===== src/rtl/gtmr16_pkg.sv =====
package gtmr16_pkg;

   localparam int PSEL_W = 2;
   localparam int PRE_W  = 3;

   typedef enum logic [1:0] {
      SRC_INSTR = 2'b00,
      SRC_SYS   = 2'b01,
      SRC_EXT   = 2'b10,
      SRC_NONE  = 2'b11
   } cnt_src_e;

   typedef enum logic [1:0] {
      GSEL_PIN   = 2'b00,
      GSEL_MATCH = 2'b01,
      GSEL_CMP1  = 2'b10,
      GSEL_CMP2  = 2'b11
   } gate_sel_e;

   typedef enum logic [1:0] {
      SP_IDLE   = 2'b00,
      SP_WAIT   = 2'b01,
      SP_ACTIVE = 2'b10
   } sp_state_e;

endpackage


===== src/rtl/gtmr16_sync.sv =====
module gtmr16_sync #(
   parameter int STAGES = 2
) (
   input  logic clk,
   input  logic rst_n,
   input  logic d_i,
   output logic q_o
);
   logic [STAGES-1:0] sh;

   generate
      if (STAGES == 1) begin : g_one
         always_ff @(posedge clk or negedge rst_n)
            if (!rst_n) sh <= '0;
            else        sh <= d_i;
      end else begin : g_chain
         always_ff @(posedge clk or negedge rst_n)
            if (!rst_n) sh <= '0;
            else        sh <= {sh[STAGES-2:0], d_i};
      end
   endgenerate

   assign q_o = sh[STAGES-1];
endmodule


===== src/rtl/gtmr16_clk_sel.sv =====
module gtmr16_clk_sel
   import gtmr16_pkg::*;
#(
   parameter int SYNC_STAGES = 2
) (
   input  logic     clk,
   input  logic     rst_n,
   input  logic     run_i,
   input  cnt_src_e src_i,
   input  logic     bypass_i,
   input  logic     osc_sel_i,
   input  logic     ext_clk_i,
   input  logic     sosc_i,
   input  logic     sleep_i,
   output logic     tick_o
);
   logic [1:0] q4;
   logic ext_raw, ext_s, ext_v, ext_p, armed, ext_hit;

   always_ff @(posedge clk or negedge rst_n)
      if (!rst_n) q4 <= '0;
      else        q4 <= q4 + 2'd1;

   assign ext_raw = osc_sel_i ? sosc_i : ext_clk_i;

   gtmr16_sync #(.STAGES(SYNC_STAGES)) u_esync (
      .clk(clk), .rst_n(rst_n), .d_i(ext_raw), .q_o(ext_s)
   );

   assign ext_v = bypass_i ? ext_raw : ext_s;

   always_ff @(posedge clk or negedge rst_n)
      if (!rst_n) begin
         ext_p <= 1'b0;
         armed <= 1'b0;
      end else begin
         ext_p <= ext_v;
         if (!run_i || src_i != SRC_EXT) armed <= 1'b0;
         else if (!ext_v && ext_p)       armed <= 1'b1;
      end

   assign ext_hit = ext_v & ~ext_p & armed & ~(sleep_i & ~bypass_i);

   always_comb begin
      case (src_i)
         SRC_INSTR: tick_o = (q4 == 2'd3);
         SRC_SYS:   tick_o = 1'b1;
         SRC_EXT:   tick_o = ext_hit;
         default:   tick_o = 1'b0;
      endcase
   end

   // an external edge is only counted once a falling edge has armed the path
   AST_EXT_ARMED: assert property (@(posedge clk) disable iff (!rst_n)
      (src_i == SRC_EXT && !armed) |-> !tick_o);
endmodule


===== src/rtl/gtmr16_gate.sv =====
module gtmr16_gate
   import gtmr16_pkg::*;
#(
   parameter int SYNC_STAGES = 2
) (
   input  logic      clk,
   input  logic      rst_n,
   input  gate_sel_e sel_i,
   input  logic      pin_i,
   input  logic      match_i,
   input  logic      cmp1_i,
   input  logic      cmp2_i,
   input  logic      en_i,
   input  logic      inv_i,
   input  logic      tog_i,
   input  logic      sp_i,
   input  logic      go_i,
   output logic      gval_o,
   output logic      done_o
);
   logic g_mux, g_s, g_pol, gp_q, tg, g_t, gt_q, rise, armed;
   sp_state_e st, st_nx;

   always_comb begin
      case (sel_i)
         GSEL_PIN:   g_mux = pin_i;
         GSEL_MATCH: g_mux = match_i;
         GSEL_CMP1:  g_mux = cmp1_i;
         default:    g_mux = cmp2_i;
      endcase
   end

   gtmr16_sync #(.STAGES(SYNC_STAGES)) u_gsync (
      .clk(clk), .rst_n(rst_n), .d_i(g_mux), .q_o(g_s)
   );

   assign g_pol = g_s ^ inv_i;
   assign g_t   = tog_i ? tg : g_pol;
   assign rise  = g_t & ~gt_q;
   assign armed = en_i & sp_i & go_i;

   always_ff @(posedge clk or negedge rst_n)
      if (!rst_n) begin
         gp_q <= 1'b0;
         gt_q <= 1'b0;
         tg   <= 1'b0;
         st   <= SP_IDLE;
      end else begin
         gp_q <= g_pol;
         gt_q <= g_t;
         st   <= st_nx;
         if (!en_i || !tog_i)   tg <= 1'b0;
         else if (g_pol && !gp_q) tg <= ~tg;
      end

   always_comb begin
      st_nx = st;
      case (st)
         SP_IDLE:   if (armed) st_nx = SP_WAIT;
         SP_WAIT:   if (!armed) st_nx = SP_IDLE;
                    else if (rise) st_nx = SP_ACTIVE;
         SP_ACTIVE: if (!sp_i || !en_i || !g_t) st_nx = SP_IDLE;
         default:   st_nx = SP_IDLE;
      endcase
   end

   assign gval_o = sp_i ? (g_t & ((st == SP_ACTIVE) | ((st == SP_WAIT) & rise & armed)))
                        : g_t;
   assign done_o = (st == SP_ACTIVE) & ~g_t & sp_i & en_i;

   // a single pulse window never opens unless the go bit armed it
   AST_SP_ARMED: assert property (@(posedge clk) disable iff (!rst_n)
      (sp_i && st == SP_IDLE) |-> !gval_o);
endmodule


===== src/rtl/gtmr16_count.sv =====
module gtmr16_count
   import gtmr16_pkg::*;
#(
   parameter int BYTE_W    = 8,
   parameter int CNT_BYTES = 2
) (
   input  logic                        clk,
   input  logic                        rst_n,
   input  logic                        run_i,
   input  logic                        step_i,
   input  logic [PSEL_W-1:0]           psel_i,
   input  logic [CNT_BYTES-1:0]        wr_lane_i,
   input  logic [BYTE_W-1:0]           wdata_i,
   output logic [BYTE_W*CNT_BYTES-1:0] cnt_o,
   output logic                        wrap_o
);
   localparam int CNT_W = BYTE_W * CNT_BYTES;

   logic [PRE_W-1:0] pre, pre_last;
   logic [CNT_W-1:0] cnt, cnt_inc, cnt_d;
   logic adv, inc;

   assign pre_last = (PRE_W'(1) << psel_i) - PRE_W'(1);
   assign adv      = run_i & step_i;
   assign inc      = adv & (pre == pre_last);
   assign cnt_inc  = cnt + CNT_W'(inc);

   always_ff @(posedge clk or negedge rst_n)
      if (!rst_n)                      pre <= '0;
      else if (!run_i || wr_lane_i[0]) pre <= '0;
      else if (adv)                    pre <= (pre == pre_last) ? '0 : pre + PRE_W'(1);

   generate
      for (genvar b = 0; b < CNT_BYTES; b++) begin : g_lane
         assign cnt_d[b*BYTE_W +: BYTE_W] = wr_lane_i[b] ? wdata_i
                                                         : cnt_inc[b*BYTE_W +: BYTE_W];
      end
   endgenerate

   always_ff @(posedge clk or negedge rst_n)
      if (!rst_n) cnt <= '0;
      else        cnt <= cnt_d;

   assign cnt_o  = cnt;
   assign wrap_o = inc & (&cnt) & ~(|wr_lane_i);

   AST_HOLD_OFF: assert property (@(posedge clk) disable iff (!rst_n)
      (!run_i && !(|wr_lane_i)) |=> $stable(cnt));

   AST_ONE_STEP: assert property (@(posedge clk) disable iff (!rst_n)
      !(|wr_lane_i) |=> (cnt == $past(cnt) || cnt == $past(cnt) + CNT_W'(1)));
endmodule


===== src/rtl/gtmr16_top.sv =====
module gtmr16_top
   import gtmr16_pkg::*;
#(
   parameter int BYTE_W      = 8,
   parameter int CNT_BYTES   = 2,
   parameter int SYNC_STAGES = 2,
   parameter int ADDR_W      = 3
) (
   input  logic              clk,
   input  logic              rst_n,
   input  logic              ext_clk_i,
   input  logic              sosc_i,
   input  logic              sleep_i,
   input  logic              gate_pin_i,
   input  logic              nbr_match_i,
   input  logic              cmp1_i,
   input  logic              cmp2_i,
   input  logic [ADDR_W-1:0] reg_addr_i,
   input  logic              reg_we_i,
   input  logic [BYTE_W-1:0] reg_wdata_i,
   output logic [BYTE_W-1:0] reg_rdata_o,
   output logic              ovf_flag_o,
   output logic              gate_flag_o
);
   localparam int CNT_W  = BYTE_W * CNT_BYTES;
   localparam int A_CTRL = CNT_BYTES;
   localparam int A_GATE = CNT_BYTES + 1;
   localparam int A_FLAG = CNT_BYTES + 2;

   generate
      if (BYTE_W != 8) begin : g_bad_byte
         $error("gtmr16_top: register fields need BYTE_W of 8");
      end
      if (CNT_BYTES < 1 || CNT_BYTES > 4) begin : g_bad_bytes
         $error("gtmr16_top: CNT_BYTES must be 1..4");
      end
      if (SYNC_STAGES < 1 || SYNC_STAGES > 4) begin : g_bad_sync
         $error("gtmr16_top: SYNC_STAGES must be 1..4");
      end
      if (CNT_BYTES + 3 > (1 << ADDR_W)) begin : g_bad_addr
         $error("gtmr16_top: ADDR_W too small for the register map");
      end
   endgenerate

   // control register fields
   logic              run_q, byp_q, osc_q;
   logic [1:0]        src_q;
   logic [PSEL_W-1:0] psel_q;
   // gate register fields
   logic       gen_q, ginv_q, gtog_q, gsp_q, go_q;
   logic [1:0] gsel_q;
   // flags
   logic ovf_q, gflag_q;

   logic [CNT_BYTES-1:0] wr_lane;
   logic [CNT_W-1:0]     cnt;
   logic wr_ctrl, wr_gate, wr_flag;
   logic tick, gval, sp_done, allow, wrap;

   generate
      for (genvar b = 0; b < CNT_BYTES; b++) begin : g_wdec
         assign wr_lane[b] = reg_we_i && (reg_addr_i == ADDR_W'(b));
      end
   endgenerate

   assign wr_ctrl = reg_we_i && (reg_addr_i == ADDR_W'(A_CTRL));
   assign wr_gate = reg_we_i && (reg_addr_i == ADDR_W'(A_GATE));
   assign wr_flag = reg_we_i && (reg_addr_i == ADDR_W'(A_FLAG));

   always_ff @(posedge clk or negedge rst_n)
      if (!rst_n) begin
         run_q <= 1'b0; src_q <= '0; psel_q <= '0; byp_q <= 1'b0; osc_q <= 1'b0;
         gen_q <= 1'b0; ginv_q <= 1'b0; gtog_q <= 1'b0; gsp_q <= 1'b0; gsel_q <= '0;
         go_q <= 1'b0; ovf_q <= 1'b0; gflag_q <= 1'b0;
      end else begin
         if (wr_ctrl) begin
            run_q  <= reg_wdata_i[0];
            src_q  <= reg_wdata_i[2:1];
            psel_q <= reg_wdata_i[4:3];
            byp_q  <= reg_wdata_i[5];
            osc_q  <= reg_wdata_i[6];
         end
         if (wr_gate) begin
            gen_q  <= reg_wdata_i[0];
            ginv_q <= reg_wdata_i[1];
            gtog_q <= reg_wdata_i[2];
            gsp_q  <= reg_wdata_i[3];
            gsel_q <= reg_wdata_i[7:6];
         end
         if (sp_done)      go_q <= 1'b0;
         else if (wr_gate) go_q <= reg_wdata_i[4];
         if (wrap)                             ovf_q <= 1'b1;
         else if (wr_flag && !reg_wdata_i[0])  ovf_q <= 1'b0;
         if (sp_done)                          gflag_q <= 1'b1;
         else if (wr_flag && !reg_wdata_i[1])  gflag_q <= 1'b0;
      end

   gtmr16_clk_sel #(.SYNC_STAGES(SYNC_STAGES)) u_clk (
      .clk(clk), .rst_n(rst_n), .run_i(run_q), .src_i(cnt_src_e'(src_q)),
      .bypass_i(byp_q), .osc_sel_i(osc_q), .ext_clk_i(ext_clk_i), .sosc_i(sosc_i),
      .sleep_i(sleep_i), .tick_o(tick)
   );

   gtmr16_gate #(.SYNC_STAGES(SYNC_STAGES)) u_gate (
      .clk(clk), .rst_n(rst_n), .sel_i(gate_sel_e'(gsel_q)), .pin_i(gate_pin_i),
      .match_i(nbr_match_i), .cmp1_i(cmp1_i), .cmp2_i(cmp2_i), .en_i(gen_q),
      .inv_i(ginv_q), .tog_i(gtog_q), .sp_i(gsp_q), .go_i(go_q),
      .gval_o(gval), .done_o(sp_done)
   );

   assign allow = ~gen_q | gval;

   gtmr16_count #(.BYTE_W(BYTE_W), .CNT_BYTES(CNT_BYTES)) u_cnt (
      .clk(clk), .rst_n(rst_n), .run_i(run_q), .step_i(tick & allow),
      .psel_i(psel_q), .wr_lane_i(wr_lane), .wdata_i(reg_wdata_i),
      .cnt_o(cnt), .wrap_o(wrap)
   );

   always_comb begin
      reg_rdata_o = '0;
      if (int'(reg_addr_i) < CNT_BYTES)
         reg_rdata_o = BYTE_W'(cnt >> (BYTE_W * int'(reg_addr_i)));
      else if (int'(reg_addr_i) == A_CTRL)
         reg_rdata_o = {1'b0, osc_q, byp_q, psel_q, src_q, run_q};
      else if (int'(reg_addr_i) == A_GATE)
         reg_rdata_o = {gsel_q, gval, go_q, gsp_q, gtog_q, ginv_q, gen_q};
      else if (int'(reg_addr_i) == A_FLAG)
         reg_rdata_o = {6'b0, gflag_q, ovf_q};
   end

   assign ovf_flag_o  = ovf_q;
   assign gate_flag_o = gflag_q;

   AST_OVF_SET: assert property (@(posedge clk) disable iff (!rst_n)
      wrap |=> ovf_q);

   AST_OVF_STICKY: assert property (@(posedge clk) disable iff (!rst_n)
      (ovf_q && !wr_flag) |=> ovf_q);

   AST_GATE_BLOCK: assert property (@(posedge clk) disable iff (!rst_n)
      (gen_q && !gval && !(|wr_lane)) |=> $stable(cnt));

   AST_SP_DONE: assert property (@(posedge clk) disable iff (!rst_n)
      sp_done |=> (!go_q && gflag_q));
endmodule


===== config.mk =====
export PLATFORM = sky130hd
export DESIGN_NAME = gtmr16_top
export DESIGN_NICKNAME = d
export VERILOG_FILES = /design/src/rtl/gtmr16_pkg.sv /design/src/rtl/gtmr16_sync.sv /design/src/rtl/gtmr16_clk_sel.sv /design/src/rtl/gtmr16_gate.sv /design/src/rtl/gtmr16_count.sv /design/src/rtl/gtmr16_top.sv
export SDC_FILE = /design/constraint.sdc
export NUM_CORES = 1
export LEC_CHECK = 0
export BUFFER_PORTS_ARGS = -buffer_cell sky130_fd_sc_hd__buf_2
export CAP_MARGIN = 10
export CORE_AREA = 3 3 85 87
export CTS_CLUSTER_DIAMETER = 150
export DETAILED_ROUTE_END_ITERATION = 8
export DIE_AREA = 0 0 88 90
export GPL_TIMING_DRIVEN = 0
export SYNTH_ARGS = -nofsm -noshare
export SYNTH_HDL_FRONTEND = slang
export SYNTH_SLANG_ARGS = --single-unit
export TNS_END_PERCENT = 100

===== constraint.sdc =====
create_clock -name clk -period 3.2 [get_ports clk]
set_input_delay 0.8 -clock clk [delete_from_list [all_inputs] [get_ports clk]]
set_output_delay 0.8 -clock clk [all_outputs]
set_load 0.05 [all_outputs]

# Word-level counts from Yosys, hierarchy flattened
# Cells that the tools add are included.
# word_totals
reg_bits	48
inputBits	21
output_inout_bits	10
word_cells	145
# classes
n_addsub	4
magnitude_cmp	1
n_eq_ne	19
n_shift	2
muxes	30
bitwise_logic	29
reduce_logical	36
# ops
operator	count
8-bit two-way mux	5
1-bit AND	18
16-bit by 1-bit adder with 16-bit output	1
16-bit AND reduction	1
16-bit by 6-bit right shift with 8-bit output	1
1-bit two-way mux	14
3-bit == test (second input constant)	4
2-bit nonzero test	6
2-bit two-way mux	5
1-bit logical AND	9
1-bit zero test	9
3-bit two-way mux	3
2-bit == test (second input constant)	4
1-bit NOT	8
2-bit by 1-bit == test with 1-bit output (second input constant)	3
3-bit by 2-bit == test with 1-bit output (second input constant)	2
2-bit zero test	3
1-bit case mux with 3 select lines	2
2-bit case mux with 3 select lines	1
1-bit logical OR	5
2-bit by 1-bit != test with 1-bit output (second input constant)	2
3-bit by 1-bit adder with 3-bit output (second input constant)	1
3-bit by 1-bit == test with 1-bit output (second input constant)	1
3-bit == test	1
other kinds (11)	12

# Logic depth before layout (Yosys ltp)
# depth
word_depth	15
ltp_mapped	12
ltp_nobuf	12

# By module
# From an unflattened synthesis, not the netlist that was laid out.
# hier_totals
cells_unflattened	243
hier_area_um2	2688.8
# modules_own_cells
mod	n_inst	cells_each	area_each_um2	seq_area_each_um2
gtmr16_count	1	120	1113.6	475.5
gtmr16_top	1	75	998.5	400.4
gtmr16_gate	1	25	276.5	125.1
gtmr16_clk_sel	1	19	200.2	100.1
gtmr16_sync	2	2	50.0	50.0

# Worst setup path after synthesis
# Ideal clock, no wire load.
# synth_timing
kind	input to register
from	input sleep_i
to	register u_cnt.cnt[15], in the netlist u_cnt.cnt_o[15]
setup_time_ps	131
t_arrival_ps	3042
t_required_ps	3069
setup_slack_ps	28
cell_stages	11
path_cell_list	nor2b_1 -> or4_4 -> o2bb2ai_2 -> nand2_2 -> nor2_1 -> ha_1 -> nand3_1 -> or2_1 -> or4_1 -> xor2_1 -> o21ai_1
# synth_via
elab_chain_len	9
# synth_rtl
element	line	source
from (decl)	gtmr16_top.sv:13	input logic sleep_i,
1-bit AND	gtmr16_clk_sel.sv:42	assign ext_hit = ext_v & ~ext_p & armed & ~(sleep_i & ~bypass_i);
1-bit NOT	gtmr16_clk_sel.sv:42	
1-bit AND	gtmr16_clk_sel.sv:42	
1-bit case mux with 3 select lines	gtmr16_clk_sel.sv:45	case (src_i)
1-bit AND	gtmr16_top.sv:114	.clk(clk), .rst_n(rst_n), .run_i(run_q), .step_i(tick & allow),
1-bit AND	gtmr16_count.sv:24	assign adv = run_i & step_i;
1-bit AND	gtmr16_count.sv:25	assign inc = adv & (pre == pre_last);
16-bit by 1-bit adder with 16-bit output	gtmr16_count.sv:26	assign cnt_inc = cnt + CNT_W'(inc);
8-bit two-way mux	gtmr16_count.sv:35	assign cnt_d[b*BYTE_W +: BYTE_W] = wr_lane_i[b] ? wdata_i
named net u_cnt.cnt_d[15]	gtmr16_count.sv:20	logic [CNT_W-1:0] cnt, cnt_inc, cnt_d;
to (signal assigned)	gtmr16_count.sv:42	else cnt <= cnt_d;
to (decl)	gtmr16_count.sv:20	
# The timed path passes the listed nets, and every way through them passes these cells.
# A chain may end at the register's enable or synchronous reset.

# Final worst setup path
# Ends and elaborated chain as after synthesis.

==> key figures <==
Global route
  • First-pass GRT wire length: approximately 10 mm
  • Total GRT Usage: roughly 17%
  • Largest net degree at the start of global routing: 49
  • Vias in the first global route: 1,998
  • Grt ovf: 0
  • Initial antenna violation count: 0

CTS
  • Clock slew at reported path FFs: around 0.090 ns
  • Count of hold-fix buffers inserted at cts: 0
  • TritonCTS Sinks: 48
  • Clock root buffer: clkbuf_8
  • CTS tree: yes
  • H-tree depth: 2
  • Postcts setup bufs: 0
  • Clock Path Buffers: 2
  • Clk_lat worst skew: about 0.31 ns
  • CTS Buf Count: 5

Synth
  • Syn Inst Count: ~240
  • Ys async rst share: 100%
  • Synth Register Bits: 48
  • Yosys Warn Count: 0
  • Synth unique cells: 48
  • Register area share after synthesis: approximately 46%
  • Synthesized net count: ~260
  • Area share of the largest cell type after synthesis: a little under half
  • Post-synth EDFFs: 0
  • Post-Syn Area: about 0.0026 mm²
  • Post-synth top area cell: dfrtp_1
  • Syn_area_per_cell: approximately 11 µm²
  • Synth top area cells: dfrtp_1 46%, mux2_2 7.4%, mux4_2 5.2%
  • Top_reg_cell synth: dfrtp_1

Run
  • Max Cap Violations: 0

Route
  • WL/cell: approximately 18 µm
  • Vias/cell: ~5.6
  • Residual DRC: 0
  • Routed wire length: between 6 and 7 mm
  • Antenna-violating nets left: 0
  • Drt initial violations: around 160
  • Router iterations before antenna repair: 5
  • Via count: slightly below 2k

Cells and area
  • Commonest non-fill, non-tap cell in the layout: dfrtp_1
  • Multi-input logic area: between 0.001 and 0.0015 mm²
  • Storage cell area: 0.00120 mm²
  • Layout cells sized above 1: 26.5%
  • # diodes: 0
  • Final #Nets: 300
  • Non-Filler Instances: roughly 350
  • Cell area after layout: around 0.003 mm²
  • Most frequent cells in the layout: 48 x dfrtp_1, 31 x buf_2, 25 x nand2_1, 17 x mux2_2, 13 x o21ai_0
  • Area delta synth->final: 14.5%
  • Fillers: 613

Timing
  • Crit share post-route: between 90% and 100%
  • Worst Clk Skew: approximately 0.0075 ns
  • Final hold vios: 0
  • Fmax: 317 MHz
  • Rel. slew slack: between 30% and 40%
  • RSZ-0062 raised after global routing: true
  • Final setup fails: 0
  • Max Slew Vio Count: 0
  • Worst-Margin Slew: approximately 0.89 ns
  • Tmin final: 3.16 ns

Critical path
  • CP endpoint kind: flop
  • Setup CP Type: in2reg
  • Worst Path Max Fanout: 4
  • Critical Path AT: 3.34 ns
  • Required time of the critical path: 3.39 ns
  • Worst Setup Start Kind: input pin

Die
  • Num ports: 31
  • Row cnt: 29
  • Placeable Area: ~0.0064 mm²
  • Overall die area: 0.00792 mm²
  • Die height: 90 µm
  • Initial Util: 40.3%
  • Die W: between 80 and 90 µm

Power
  • Pwr dens: 594 mW/mm²
  • VDD IR max: about 0.00023 V
  • Leakage: 1.24 nW
  • Total power: 1.76 mW

Status
  • Status: finished clean

Worst hold path
  • Worst hold path type: in2async

Placed design
  • Placer Congestion: 0.841
  • Cells after DPL: 343
  • Port bufs: 28
  • Area after DPL: about 0.0028 mm²
  • HPWL reported at the end of detailed placement: approximately 4.7 mm
-- Yosys cell counts (all sizes together), types with 4 or more instances --
| cell | number |
|---|---|
| nor2b | 12 |
| nor3 | 7 |
| nor2 | 11 |
| inv | 5 |
| mux4 | 6 |
| nand3 | 12 |
| nand2b | 4 |
| dfrtp | 48 |
| xor2 | 8 |
| mux2 | 19 |
| clkbuf | 4 |
| nand2 | 26 |
| mux2i | 5 |
| o21ai | 17 |
| xnor2 | 8 |
| ha | 5 |
| a22oi | 5 |
-- repair_timing --
action	4_1_cts	5_1_grt
pin swaps	0	0
resized for setup	2	3
endpoints found under the setup margin	1	3
hold endpoints to repair	0	0
-- registers in the layout (all words and copies together) (netlist names), 2 cells and up --
signal,count
u_gate.u_gsync.sh,2
psel_q,2
u_cnt.pre,3
u_gate.st,2
gsel_q,2
u_cnt.cnt_o,16
u_clk.q4,2
src_q,2
u_clk.u_esync.sh,2
-- area by class of cell --
class | count | share of cell area (%)
multi-input combinational | 178 | 46.0
sequential | 48 | 40.5
clock buffer | 7 | 2.91
clock inverter | 1 | 0.253
timing repair buffer | 29 | 5.41
buffer | 7 | 1.01
tap | 77 | 3.25
inverter | 5 | 0.633
-- per-stage QoR --
step                hold slack, ns  utilization [%]  TNS [ns]  worst slack [ns]
floorplan                    0.331                -         0            0.0280
global placement             0.333             44.0    -0.629            -0.352
detailed placement           0.349             44.0    -0.560            -0.384
CTS                          0.369             45.5         0          0.000196
global route                 0.342             46.1   -0.0343           -0.0343
finish                       0.347             46.1         0            0.0435
-- worst paths after layout --
kind	start	end	slack (ns)	cells past startpoint
hold reg to reg	u_clk.u_esync.sh[0]	u_clk.u_esync.sh[1]	0.36	0
setup reg to reg	run_q	u_cnt.cnt_o[15]	0.15	11
min in group clk	u_clk.u_esync.sh[0]	u_clk.u_esync.sh[1]	0.36	0
hold / removal	rst_n	gsel_q[0]	0.35	1
setup / recovery	sleep_i	u_cnt.cnt_o[15]	0.04	12
max in group asynchronous	rst_n	u_gate.gt_q	2.36	2
-- per-layer routing --
layer | track usage, % | vias up | wire (µm)
li1 | - | 935 | -
met4 | 4.09 | 0 | 59
met3 | 4.30 | 6 | 344
met5 | 0 | - | 0
met2 | 26.1 | 39 | 3020
met1 | 25.0 | 1001 | 2930
-- cell families (layout without fill, tap and decap cells) --
group                    after synthesis  in the layout  share of synthesized area, %
flip-flops                            48             48                          46.4
XOR/XNOR                              16             16                          5.42
buffers and inverters                 12             49                          1.89
multiplexers                          30             30                          15.6
AO/OA/AOI/OAI                         37             37                          9.87
AND/OR/NAND/NOR                       90             90                          18.4
adder cells (fa/ha/maj)                5              5                          2.42
-- where the power goes --
group	total (mW)	switching [mW]	internal [mW]	leakage [nW]
combinational	0.481	0.256	0.226	0.599
sequential	0.891	0.159	0.732	0.598
clock	0.387	0.211	0.176	0.0445
-- critical path: stages --
cell and delay [ns]:
buf_2 0.10, nor2b_1 0.12, or4_4 0.49, o2bb2ai_2 0.19
nand2_2 0.13, nor2_1 0.12, ha_2 0.24, nand3_2 0.12
or2_4 0.28, or4_1 0.53, xor2_1 0.15, o21ai_1 0.08
(Power assumes the default switching activity.)
